## src/rtl/pwrseq_pkg.sv

```systemverilog
package pwrseq_pkg;

  typedef enum logic [2:0] {
    ST_IDLE,
    ST_RAMP,
    ST_BOOT_HOLD,
    ST_WAIT_PG,
    ST_RUN
  } seq_state_e;

  typedef enum logic [1:0] {
    TGT_KEEP,
    TGT_CLEAR,
    TGT_STEP,
    TGT_TRACK
  } tgt_op_e;

  function automatic int unsigned max3(input int unsigned a, input int unsigned b,
                                       input int unsigned c);
    int unsigned m;
    m = (a > b) ? a : b;
    return (m > c) ? m : c;
  endfunction

endpackage

```

## src/rtl/pwrseq_timer.sv

```systemverilog
module pwrseq_timer #(
  parameter int CW = 8
) (
  input  logic          clk,
  input  logic          rst_n,
  input  logic          clr,
  input  logic [CW-1:0] limit,
  output logic          hit
);

  logic [CW-1:0] cnt;

  // the count wraps to zero on the cycle it reaches the limit
  assign hit = (cnt == (limit - CW'(1)));

  always_ff @(posedge clk or negedge rst_n) begin
    if (!rst_n) begin
      cnt <= '0;
    end else if (clr || hit) begin
      cnt <= '0;
    end else begin
      cnt <= cnt + CW'(1);
    end
  end

endmodule

```

## src/rtl/pwrseq_target.sv

```systemverilog
module pwrseq_target
  import pwrseq_pkg::*;
#(
  parameter int VID_W    = 7,
  parameter int OFF_CODE = 0
) (
  input  logic             clk,
  input  logic             rst_n,
  input  tgt_op_e          op,
  input  logic [VID_W-1:0] ext_vid,
  output logic [VID_W-1:0] target
);

  localparam logic [VID_W-1:0] OFF_V = VID_W'(OFF_CODE);

  function automatic logic [VID_W-1:0] step_up(input logic [VID_W-1:0] code);
    return (&code) ? code : code + VID_W'(1);
  endfunction

  always_ff @(posedge clk or negedge rst_n) begin
    if (!rst_n) begin
      target <= OFF_V;
    end else begin
      case (op)
        TGT_CLEAR: target <= OFF_V;
        TGT_STEP:  target <= step_up(target);
        TGT_TRACK: target <= ext_vid;
        default:   target <= target;
      endcase
    end
  end

endmodule

```

## src/rtl/pwrseq_ctrl.sv

```systemverilog
module pwrseq_ctrl
  import pwrseq_pkg::*;
#(
  parameter int CW       = 8,
  parameter int STEP_CYC = 4,
  parameter int BOOT_CYC = 16,
  parameter int PG_CYC   = 64
) (
  input  logic          clk,
  input  logic          rst_n,
  input  logic          en,
  input  logic          reached,
  input  logic          hit,
  output seq_state_e    state,
  output logic          tmr_clr,
  output logic [CW-1:0] limit,
  output tgt_op_e       op,
  output logic          latch_boot,
  output logic          clk_en_n,
  output logic          pwr_good
);

  seq_state_e nxt;

  assign latch_boot = en && (state == ST_IDLE);

  always_comb begin
    case (state)
      ST_BOOT_HOLD: limit = CW'(BOOT_CYC);
      ST_WAIT_PG:   limit = CW'(PG_CYC);
      default:      limit = CW'(STEP_CYC);
    endcase
  end

  always_comb begin
    nxt     = state;
    tmr_clr = 1'b0;
    op      = TGT_KEEP;
    if (!en) begin
      nxt     = ST_IDLE;
      tmr_clr = 1'b1;
      op      = TGT_CLEAR;
    end else begin
      case (state)
        ST_IDLE: begin
          nxt     = ST_RAMP;
          tmr_clr = 1'b1;
          op      = TGT_CLEAR;
        end
        ST_RAMP: begin
          if (reached) begin
            nxt     = ST_BOOT_HOLD;
            tmr_clr = 1'b1;
          end else if (hit) begin
            op = TGT_STEP;
          end
        end
        ST_BOOT_HOLD: begin
          if (hit) nxt = ST_WAIT_PG;
        end
        ST_WAIT_PG: begin
          op = TGT_TRACK;
          if (hit) nxt = ST_RUN;
        end
        ST_RUN: begin
          op      = TGT_TRACK;
          tmr_clr = 1'b1;
        end
        default: begin
          nxt     = ST_IDLE;
          tmr_clr = 1'b1;
          op      = TGT_CLEAR;
        end
      endcase
    end
  end

  always_ff @(posedge clk or negedge rst_n) begin
    if (!rst_n) begin
      state    <= ST_IDLE;
      clk_en_n <= 1'b1;
      pwr_good <= 1'b0;
    end else begin
      state    <= nxt;
      clk_en_n <= !((nxt == ST_WAIT_PG) || (nxt == ST_RUN));
      pwr_good <= (nxt == ST_RUN);
    end
  end

endmodule

```

## src/rtl/core_vid_startup.sv

```systemverilog
module core_vid_startup
  import pwrseq_pkg::*;
#(
  parameter int VID_W    = 7,
  parameter int OFF_CODE = 0,
  parameter int STEP_CYC = 4,
  parameter int BOOT_CYC = 18000,
  parameter int PG_CYC   = 60000
) (
  input  logic             clk,
  input  logic             rst_n,
  input  logic             en,
  input  logic [VID_W-1:0] boot_code,
  input  logic [VID_W-1:0] ext_vid,
  output logic [VID_W-1:0] target_vid,
  output logic             clk_en_n,
  output logic             pwr_good
);

  localparam int unsigned MAX_CYC = max3(STEP_CYC, BOOT_CYC, PG_CYC);
  localparam int CW = $clog2(MAX_CYC + 1);
  localparam logic [VID_W-1:0] OFF_V = VID_W'(OFF_CODE);

  function automatic logic [VID_W-1:0] clamp_boot(input logic [VID_W-1:0] code);
    return (code < OFF_V) ? OFF_V : code;
  endfunction

  seq_state_e       state;
  tgt_op_e          op;
  logic             tmr_clr;
  logic             hit;
  logic [CW-1:0]    limit;
  logic             latch_boot;
  logic [VID_W-1:0] boot_q;
  logic [VID_W-1:0] boot_eff;
  logic             reached;
  logic             ramp_active;

  assign boot_eff    = clamp_boot(boot_q);
  assign reached     = (target_vid >= boot_eff);
  assign ramp_active = (state == ST_RAMP);

  always_ff @(posedge clk or negedge rst_n) begin
    if (!rst_n) begin
      boot_q <= OFF_V;
    end else if (latch_boot) begin
      boot_q <= boot_code;
    end
  end

  pwrseq_ctrl #(
    .CW(CW), .STEP_CYC(STEP_CYC), .BOOT_CYC(BOOT_CYC), .PG_CYC(PG_CYC)
  ) u_ctrl (
    .clk(clk), .rst_n(rst_n), .en(en), .reached(reached), .hit(hit),
    .state(state), .tmr_clr(tmr_clr), .limit(limit), .op(op),
    .latch_boot(latch_boot), .clk_en_n(clk_en_n), .pwr_good(pwr_good)
  );

  pwrseq_timer #(.CW(CW)) u_timer (
    .clk(clk), .rst_n(rst_n), .clr(tmr_clr), .limit(limit), .hit(hit)
  );

  pwrseq_target #(.VID_W(VID_W), .OFF_CODE(OFF_CODE)) u_target (
    .clk(clk), .rst_n(rst_n), .op(op), .ext_vid(ext_vid), .target(target_vid)
  );

endmodule

```

## config.mk

```make
export PLATFORM = sky130hd
export DESIGN_NAME = core_vid_startup
export DESIGN_NICKNAME = d
export VERILOG_FILES = /design/src/rtl/pwrseq_pkg.sv /design/src/rtl/pwrseq_timer.sv /design/src/rtl/pwrseq_target.sv /design/src/rtl/pwrseq_ctrl.sv /design/src/rtl/core_vid_startup.sv
export SDC_FILE = /design/constraint.sdc
export NUM_CORES = 1
export LEC_CHECK = 0
export ABC_AREA = 1
export ABC_CLOCK_PERIOD_IN_PS = 3900
export BUFFER_PORTS_ARGS = -buffer_cell sky130_fd_sc_hd__buf_2
export CELL_PAD_IN_SITES_DETAIL_PLACEMENT = 2
export CELL_PAD_IN_SITES_GLOBAL_PLACEMENT = 2
export CORE_MARGIN = 4
export CORE_UTILIZATION = 37
export CTS_BUF_LIST = sky130_fd_sc_hd__clkbuf_8
export DETAILED_ROUTE_END_ITERATION = 10
export HOLD_SLACK_MARGIN = 0.12
export PLACE_DENSITY_LB_ADDON = 0.25
export SLEW_MARGIN = 5
export SYNTH_ARGS = -nofsm -noshare
export SYNTH_HDL_FRONTEND = slang
export SYNTH_SLANG_ARGS = --single-unit
```

## constraint.sdc

```tcl
create_clock -name clk -period 3.9 [get_ports clk]
set_clock_uncertainty 0.2 [all_clocks]
set_input_delay 0.78 -clock clk [delete_from_list [all_inputs] [get_ports clk]]
set_output_delay 0.78 -clock clk [all_outputs]
set_load 0.05 [all_outputs]
```

==> results.json, run 1 <==
{
  "status": "finished clean",
  "wl_um": 7840,
  "netlist_instances": 313,
  "crit_fanout": 15,
  "syn_nets": 339,
  "worstHoldPathCells": 1,
  "ys_seq_area_frac": 0.389,
  "port_buffers": 25,
  "gr-total-overflow": 0,
  "syn2layout_area_growth_pct": 13.3,
  "cts_tree": "yes",
  "path_clk_slew_ns": 0.07,
  "synth_cell_types": 27,
  "synthAdderAreaFrac": 0.0499,
  "vias": 2230,
  "wl_per_cell_um": 18.8,
  "ys_ff_latch": 35,
  "worst_setup_path_start_kind": "flop",
  "htreeDepth": 2,
  "ctsHoldBuffers": 0,
  "critPathSlowestCell": "a21oi_1",
  "synth_area_per_cell_um2": 7.20,
  "synth_mux_area_frac": 0.00499,
  "period_share": 0.673,
  "critical_path_class": "flop to flop",
  "antenna_left": 0,
  "ios": 26,
  "leakage_nw": 1.31,
  "core_area_um2": 5920,
  "synth_area_um2": 2250,
  "period_minus_slack_ns": 2.62,
  "path_buf_inv": 1,
  "routed_via_density": 5.35,
  "drt_iter0_drc": 97,
  "synth_top_family_by_area": "simple AND/OR/NAND/NOR gates",
  "synth-compound-area-share": 0.0805,
  "tns_ns": 0,
  "synth_xor_area_frac": 0.0350,
  "ff2ff_path_depth": 6,
  "yosysWarnings": 0,
  "hp-class": "flop to flop",
  "hold_viol_final": 0,
  "drc_errors": 0,
  "initial_core_util": 0.381,
  "power.total_mw": 0.767,
  "critPathTopFamily": "compound AO/OA/AOI/OAI gates",
  "die_w_um": 86.1,
  "final.setup.worst_slack_ns": 1.28,
  "grt_pass1_vias": 2400,
  "post_cts_resized": 0,
  "slew_headroom": 0.182,
  "power.density_nw_per_um2": 300,
  "grt_max_degree": 36,
  "clockBufferDepth": 2,
  "synth-simple-area-share": 0.361,
  "cts_root_buf": "clkbuf_8",
  "grt_pass1_wl_um": 13000,
  "dp_hpwl_um": 5740,
  "grt_usage": 0.227,
  "drtPass1Iterations": 4,
  "dpl_worst_slack_ns": 1.14,
  "nets": 367,
  "num_antenna_cells": 0,
  "row_count": 28,
  "antenna_found_initial": 0,
  "globalplace.congestion": 0.830,
  "worstPathCellList": "inv_2 > nand3_1 > a21oi_1 > nand2_1 > nand2_1 > nand2_1",
  "maxCapViolations": 0,
  "drive_gt1_frac": 0.123,
  "worstPathRequired_ns": 3.88,
  "max_freq_mhz": 381,
  "worstPathArrival_ns": 2.60,
  "post-cts-setup-buffers": 0,
  "fp.dieArea_um2": 7410,
  "cpMostUsedCell": "nand2_1",
  "path_depth": 6,
  "rrSetupSlack_ns": 1.28,
  "clk_latency_ns": 0.29,
  "ir_drop_v": 0.000167,
  "clock_sinks": 35,
  "numCtsBuffers": 5,
  "endpoint_kind": "flop",
  "cpPeakStageDelay_ns": 1.01,
  "drv_slew": 0,
  "setup_viol": 0,
  "tightestPinTransition_ns": 1.23,
  "die_h_um": 86.1,
  "rsz0062_at_grt": "false"
}
[worst reg2reg max path, cell delays in order, from the launching register on]
cell and delay [ns]:
dfrtp_1 0.43, inv_2 0.12, nand3_1 0.23, a21oi_1 1.01
nand2_1 0.32, nand2_1 0.15, nand2_1 0.06
[cell usage in the layout (no fill, tap or decap), types with 2 or more instances in the layout]
master | Yosys | final
nand4_1 | 12 | 12
buf_2 | 3 | 25
nand3_1 | 32 | 32
xor2_1 | 7 | 7
nor2_1 | 47 | 47
nor2_2 | 3 | 3
nor2_4 | 2 | 2
ha_1 | 9 | 9
dfrtp_1 | 34 | 34
nand2_1 | 67 | 67
xnor2_1 | 2 | 2
o21ai_0 | 10 | 10
a21oi_1 | 22 | 22
nor3_1 | 9 | 9
inv_1 | 42 | 43
clkbuf_8 | 0 | 7
[flip-flops by register name (all words and copies together) (netlist names)]
register,flops
u_ctrl.clk_en_n,1
u_target.target,7
u_timer.cnt,16
u_ctrl.pwr_good,1
u_ctrl.state,3
boot_q,7
[kinds of logic after synthesis]
| kind of cell | count (synthesis) |
|---|---|
| XOR/XNOR | 9 |
| buffers and inverters | 47 |
| AND/OR/NAND/NOR | 177 |
| AO/OA/AOI/OAI | 35 |
| adder cells (fa/ha/maj) | 9 |
| flip-flops | 35 |
| multiplexers | 1 |
[final cells by class]
cell class | instances | area [um^2]
flip-flops and latches | 35 | 877
clock inverters | 1 | 3.75
inverters | 43 | 161
repair buffers | 25 | 125
fillers | 755 | 3370
clock buffers | 7 | 96.3
multi-input cells | 231 | 1200
well taps | 75 | 93.8
[stage by stage]
| stage | hold slack, ns | area, um^2 | util | std cells |
|---|---|---|---|---|
| 2_1_floorplan | 0.233 | 2250 | - | 313 |
| 3_3_place_gp | 0.252 | 2450 | 0.415 | 409 |
| 6_report | 0.285 | 2550 | 0.432 | 417 |
| 3_5_place_dp | 0.282 | 2450 | 0.415 | 409 |
| 4_1_cts | 0.292 | 2550 | 0.432 | 417 |
| 5_1_grt | 0.324 | 2550 | 0.432 | 417 |
[cells in the mapped netlist (all sizes together)]
library cell  instances  share of area
o21a                  1         0.0033
dfstp                 1          0.012
clkbuf                1         0.0017
or4                   1         0.0033
ha                    9          0.050
nand3                32          0.071
nand4                13          0.043
o21bai                1         0.0033
nor3                  9          0.020
dfrtp                34           0.38
nor4                  2          0.012
o21ai                10          0.022
inv                  43          0.072
xnor2                 2         0.0078
a31oi                 1         0.0028
nand2                67           0.11
xor2                  7          0.027
a21oi                22          0.049
nor3b                 1         0.0033
nor2                 52          0.097
buf                   3         0.0067
mux2                  1         0.0050
[power by group]
part / switching, mW / total (mW) / internal [mW]
clock: 0.141 / 0.300 / 0.159
sequential: 0.00571 / 0.382 / 0.376
combinational: 0.0595 / 0.0856 / 0.0261
[final timing paths]
kind / end / from
setup reg to reg: u_target.target[1] / u_ctrl.state[2]
setup / recovery: u_target.target[1] / u_ctrl.state[2]
hold / removal: u_timer.cnt[0] / u_timer.cnt[0]
max in group asynchronous: boot_q[5] / rst_n
min in group asynchronous: u_timer.cnt[12] / rst_n
hold reg to reg: u_timer.cnt[0] / u_timer.cnt[0]
[layer usage]
layer,track usage,up-vias,wire length (um)
met1,0.319,1116,3770
li1,-,1073,-
met3,0.0327,4,255
met2,0.374,37,3780
met5,0,-,0
met4,0.0374,0,25
No activity file was read; power rests on OpenSTA's default activity.
==> run 2, diff against run 1 <==
ABC_CLOCK_PERIOD_IN_PS = 2350   (was 3900)
CORE_UTILIZATION = 31   (was 37)
clock period = 2.35 ns   (was 3.9 ns; I/O delays follow)
==> run 2 against run 1 <==
Global-route usage fell by 5.5 points. Register-to-register slack got worse by 1.1 ns. Die area rose by 17%. Largest cell class unchanged. Sequential power rose by 66%. Clock-buffer cell count fell by 2. Core utilization fell by 5.2 points. Maximum frequency rose by 20%. Hold slack got worse by 0.067 ns. Clock power rose by 48%. Critical endpoint is now u_timer.cnt[9].
==> results.json, run 2 (synthesis gave the netlist of run 1 again) <==
{
  "status": "finished clean",
  "reg.largest.list": "u_timer.cnt (16), boot_q (7), u_target.target (7)",
  "critical_path_class": "flop to flop",
  "leakage_nw": 1.33,
  "routed_via_density": 5.01,
  "cts_tree": "yes",
  "die_w_um": 93.3,
  "setup_viol": 0,
  "globalplace.congestion": 0.785,
  "wl_um": 7150,
  "drt_iter0_drc": 70,
  "maxCapViolations": 0,
  "drtPass1Iterations": 4,
  "period_share": 0.927,
  "initial_core_util": 0.325,
  "max_freq_mhz": 459,
  "numCtsBuffers": 5,
  "gr-total-overflow": 0,
  "grt_usage": 0.172,
  "clk_latency_ns": 0.29,
  "core_area_um2": 6940,
  "clock_sinks": 35,
  "cpPeakStageDelay_ns": 0.46,
  "hold_viol_final": 0,
  "fp.dieArea_um2": 8700,
  "row_count": 30,
  "fin_util": 0.379,
  "antenna_left": 0,
  "rrSetupSlack_ns": 0.17,
  "slew_headroom": 0.667,
  "min_to": "boot_q[0]",
  "worstPathRequired_ns": 2.36,
  "syn2layout_area_growth_pct": 16.9,
  "final_common_cell": "nand2_1",
  "path_clk_slew_ns": 0.08,
  "largest_register": "u_timer.cnt",
  "dp_hpwl_um": 5550,
  "htreeDepth": 2,
  "hp-class": "primary input to flop",
  "ios": 26,
  "port_buffers": 25,
  "vias": 2235,
  "n_fill_cell": 879,
  "r2r_end": "u_timer.cnt[9]",
  "min_from": "boot_code[0]",
  "drv_slew": 0,
  "worstHoldPathCells": 2,
  "critPathTopFamily": "simple AND/OR/NAND/NOR gates",
  "clockBufferDepth": 2,
  "final_cell_mix": "67 x nand2_1, 47 x nor2_1, 41 x inv_1",
  "ir_drop_v": 0.000286,
  "ff2ff_path_depth": 8,
  "cts_root_buf": "clkbuf_8",
  "r2r-start": "u_target.target[6]",
  "drive_gt1_frac": 0.151,
  "num_antenna_cells": 0,
  "power.density_nw_per_um2": 463,
  "antenna_found_initial": 0,
  "post-cts-setup-buffers": 0,
  "largest_reg_flops": 16,
  "grt_pass1_wl_um": 11700,
  "die_h_um": 93.3,
  "power.total_mw": 1.22,
  "wl_per_cell_um": 16.0,
  "grt_pass1_vias": 2321,
  "path_buf_inv": 1,
  "nets": 375,
  "tightestPinTransition_ns": 0.498,
  "worstPathCellList": "ha_1 > a21oi_1 > o21a_1 > nand3_1 > nand2_1 > nand3_1 > buf_4 > nor3b_1",
  "rsz0062_at_grt": "true",
  "cpMostUsedCell": "nand3_1",
  "crit_fanout": 11,
  "worst_setup_path_start_kind": "flop",
  "worstPathArrival_ns": 2.18,
  "period_minus_slack_ns": 2.18,
  "critPathSlowestCell": "dfrtp_2",
  "grt_max_degree": 36,
  "endpoint_kind": "flop",
  "drc_errors": 0
}
==> run 2: area by class of cell <==
class | instances | area, um^2 | area share
Inverter | 43 | 161 | 0.0613
Tap cell | 96 | 120 | 0.0456
Clock inverter | 3 | 20.0 | 0.00760
Timing Repair Buffer | 33 | 188 | 0.0712
Multi-Input combinational cell | 231 | 1200 | 0.454
Sequential cell | 35 | 880 | 0.334
Clock buffer | 5 | 68.8 | 0.0261
==> run 2: worst register-to-register path: stages, from the launching register on <==
cell and delay, ns:
dfrtp_2 0.46, ha_1 0.36, a21oi_1 0.16, o21a_1 0.17, nand3_1 0.07, nand2_1 0.13
nand3_1 0.13, buf_4 0.22, nor3b_1 0.20
==> run 2: what timing repair did <==
| action | in CTS | in global routing |
|---|---|---|
| hold buffers | 1 | 0 |
| endpoints found under the hold margin | 34 | 0 |
| setup endpoints to repair | 0 | 9 |
| gates resized for setup | 0 | 3 |
==> run 2: per-layer routing <==
metal,GRT usage,part of all wire,vias up
met1,0.241,0.49,1114
met2,0.282,0.48,23
met5,0,0,-
met4,0.0293,0.0052,0
li1,-,-,1094
met3,0.0265,0.022,4
==> run 2: worst max path at each step <==
stage                       startpoint                  to  slack, ns  cells past startpoint
floorplan           u_target.target[2]  u_target.target[5]        0.1                     10
global placement    u_target.target[4]      u_timer.cnt[3]       0.24                      9
detailed placement  u_target.target[6]     u_timer.cnt[10]       0.12                      9
CTS                 u_target.target[6]     u_timer.cnt[10]       0.09                      9
global route        u_target.target[6]      u_timer.cnt[9]      -0.02                      8
finish              u_target.target[6]      u_timer.cnt[9]       0.17                      8
==> run 2: stage by stage <==
stage	setup WS (ns)	std cells	instance area [um^2]	setup TNS (ns)	hold WS, ns
2_1_floorplan	0.0984	313	2250	0	-0.0256
3_3_place_gp	0.244	437	2530	0	0.252
3_5_place_dp	0.122	437	2530	0	0.274
4_1_cts	0.0943	446	2630	0	0.212
5_1_grt	-0.0200	446	2640	-0.0200	0.219
6_report	0.172	446	2640	0	0.218
==> run 2: where the power goes <==
part	total (mW)	internal [mW]	switching (mW)
clock network	0.444	0.206	0.237
logic	0.144	0.0491	0.0952
registers	0.633	0.624	0.00918
total	1.22	0.879	0.342
==> run 3, diff against run 2 <==
BUFFER_PORTS_ARGS = default   (was -buffer_cell sky130_fd_sc_hd__buf_2)
CORE_UTILIZATION = 34   (was 31)
DONT_BUFFER_PORTS = 1   (was default)
==> run 3 against run 2 <==
Clock-buffer cell count did not move. Flip-flop and latch count unchanged. Final cell count down 8.5%. Hold slack lost 0.092 ns. Largest power group is now clock.
==> results.json, run 3 (synthesis gave the netlist of run 1 again) <==
{
  "status": "finished clean",
  "setup_viol": 0,
  "fin_cells": 408,
  "globalplace.congestion": 0.771,
  "period_minus_slack_ns": 2.12,
  "final.setup.worst_slack_ns": 0.231,
  "place_inst": 396,
  "worstHoldPathCells": 2,
  "vias": 2158,
  "syn2layout_area_growth_pct": 15.7,
  "wl_um": 7210,
  "wl_met2_um": 3380,
  "clk_latency_ns": 0.30,
  "drv_slew": 0,
  "worstPathCellList": "ha_1 > a21oi_1 > o21a_1 > nand3_1 > nand2_1 > nand3_1 > buf_4 > nor3b_1",
  "ios": 26,
  "path_buf_inv": 1,
  "die_w_um": 89.4,
  "slew_headroom": 0.644,
  "critical_path_class": "flop to flop",
  "clockBufferDepth": 2,
  "grt_pass1_wl_um": 11900,
  "core_area_um2": 6390,
  "antenna_left": 0,
  "route.top_layer_used": "met4",
  "wl_per_cell_um": 17.7,
  "worstPathRequired_ns": 2.36,
  "routed_via_density": 5.29,
  "row_count": 29,
  "reg.largest.list": "u_timer.cnt (16), boot_q (7), u_target.target (7)",
  "path_clk_slew_ns": 0.08,
  "fp.dieArea_um2": 8000,
  "largest_register": "u_timer.cnt",
  "die_h_um": 89.4,
  "initial_core_util": 0.353,
  "maxCapViolations": 0,
  "port_buffers": 0,
  "wl_met1_um": 3560,
  "power.density_nw_per_um2": 556,
  "critPathSlowestCell": "dfrtp_1",
  "hold_viol_final": 0,
  "largest_reg_flops": 16,
  "rsz0062_at_grt": "false",
  "grt_pass1_vias": 2373,
  "drt_iter0_drc": 52,
  "max_freq_mhz": 472,
  "grt_usage": 0.195,
  "final_common_cell": "nand2_1",
  "gr-total-overflow": 0,
  "critPathTopFamily": "simple AND/OR/NAND/NOR gates",
  "numCtsBuffers": 5,
  "drtPass1Iterations": 4,
  "fin_area_um2": 2610,
  "cts_tree": "yes",
  "cpPeakStageDelay_ns": 0.40,
  "num_antenna_cells": 0,
  "grt_max_degree": 36,
  "place_area_um2": 2410,
  "tns_ns": 0,
  "dpl_worst_slack_ns": 0.200,
  "drive_gt1_frac": 0.0997,
  "path_depth": 8,
  "whs_ns": 0.126,
  "clock_sinks": 35,
  "nets": 356,
  "worst_setup_path_start_kind": "flop",
  "htreeDepth": 2,
  "cpMostUsedCell": "nand3_1",
  "wl_met3_um": 196,
  "tightestPinTransition_ns": 0.532,
  "hp-class": "primary input to flop",
  "endpoint_kind": "flop",
  "period_share": 0.902,
  "cts_root_buf": "clkbuf_8",
  "antenna_found_initial": 0,
  "crit_fanout": 11,
  "worstPathArrival_ns": 2.12,
  "leakage_nw": 1.28,
  "ir_drop_v": 0.000246,
  "dp_hpwl_um": 5440,
  "ff2ff_path_depth": 8,
  "drc_errors": 0,
  "final_cell_mix": "66 x nand2_1, 47 x nor2_1, 40 x inv_1"
}
==> run 3: changes by cell type in the layout (fill, tap and decap cells not counted), sizes merged <==
cell	previous run	this run
buf	32	11
bufinv	0	2
clkinv	1	0
clkinvlp	2	1
dlygate4sd3	1	3
==> run 3: path summary, 6_finish.rpt <==
check	to	startpoint	slack, ns
hold reg to reg	u_timer.cnt[0]	u_timer.cnt[0]	0.26
setup reg to reg	u_timer.cnt[9]	u_target.target[6]	0.23
hold / removal	boot_q[6]	boot_code[6]	0.13
min in group asynchronous	u_ctrl.pwr_good	rst_n	0.43
setup / recovery	u_timer.cnt[9]	u_target.target[6]	0.23
max in group asynchronous	u_ctrl.clk_en_n	rst_n	1.27
==> run 3: repair_timing <==
action / CTS / global route
endpoints found under the setup margin: 0 / 10
buffers inserted: 0 / 0
resized for setup: 0 / 4
hold endpoints to repair: 36 / 1
hold buffers: 3 / 1
==> run 3: cell type report <==
cell class	instances	area, um^2
clock buffers	5	68.8
clock inverters	3	67.6
fillers	777	3780
inverters	43	161
multi-input cells	231	1210
flip-flops and latches	35	877
well taps	77	96.3
repair buffers	14	125
==> run 3: layer usage <==
layer,track usage,vias to the layer above
met5,0,-
met4,0.0447,0
met3,0.0359,7
met2,0.317,26
met1,0.269,1072
li1,-,1053
==> run 3: per-stage QoR <==
stage | utilization | power [mW]
2_1_floorplan | - | 0.724
3_5_place_dp | 0.377 | 0.763
4_1_cts | 0.405 | 1.46
6_report | 0.409 | 1.45
5_1_grt | 0.409 | 1.51
3_3_place_gp | 0.377 | 0.752
==> run 3: report_power, final <==
part / internal, mW / total (mW) / switching [mW]
logic: 0.0474 / 0.141 / 0.0934
clock network: 0.424 / 0.676 / 0.252
registers: 0.624 / 0.633 / 0.00934
==> run 3: worst register-to-register path: stages, from the launching register on <==
cell,delay [ns]
dfrtp_1,0.40
ha_1,0.34
a21oi_1,0.16
o21a_1,0.19
nand3_1,0.09
nand2_1,0.11
nand3_1,0.11
buf_4,0.21
nor3b_1,0.20
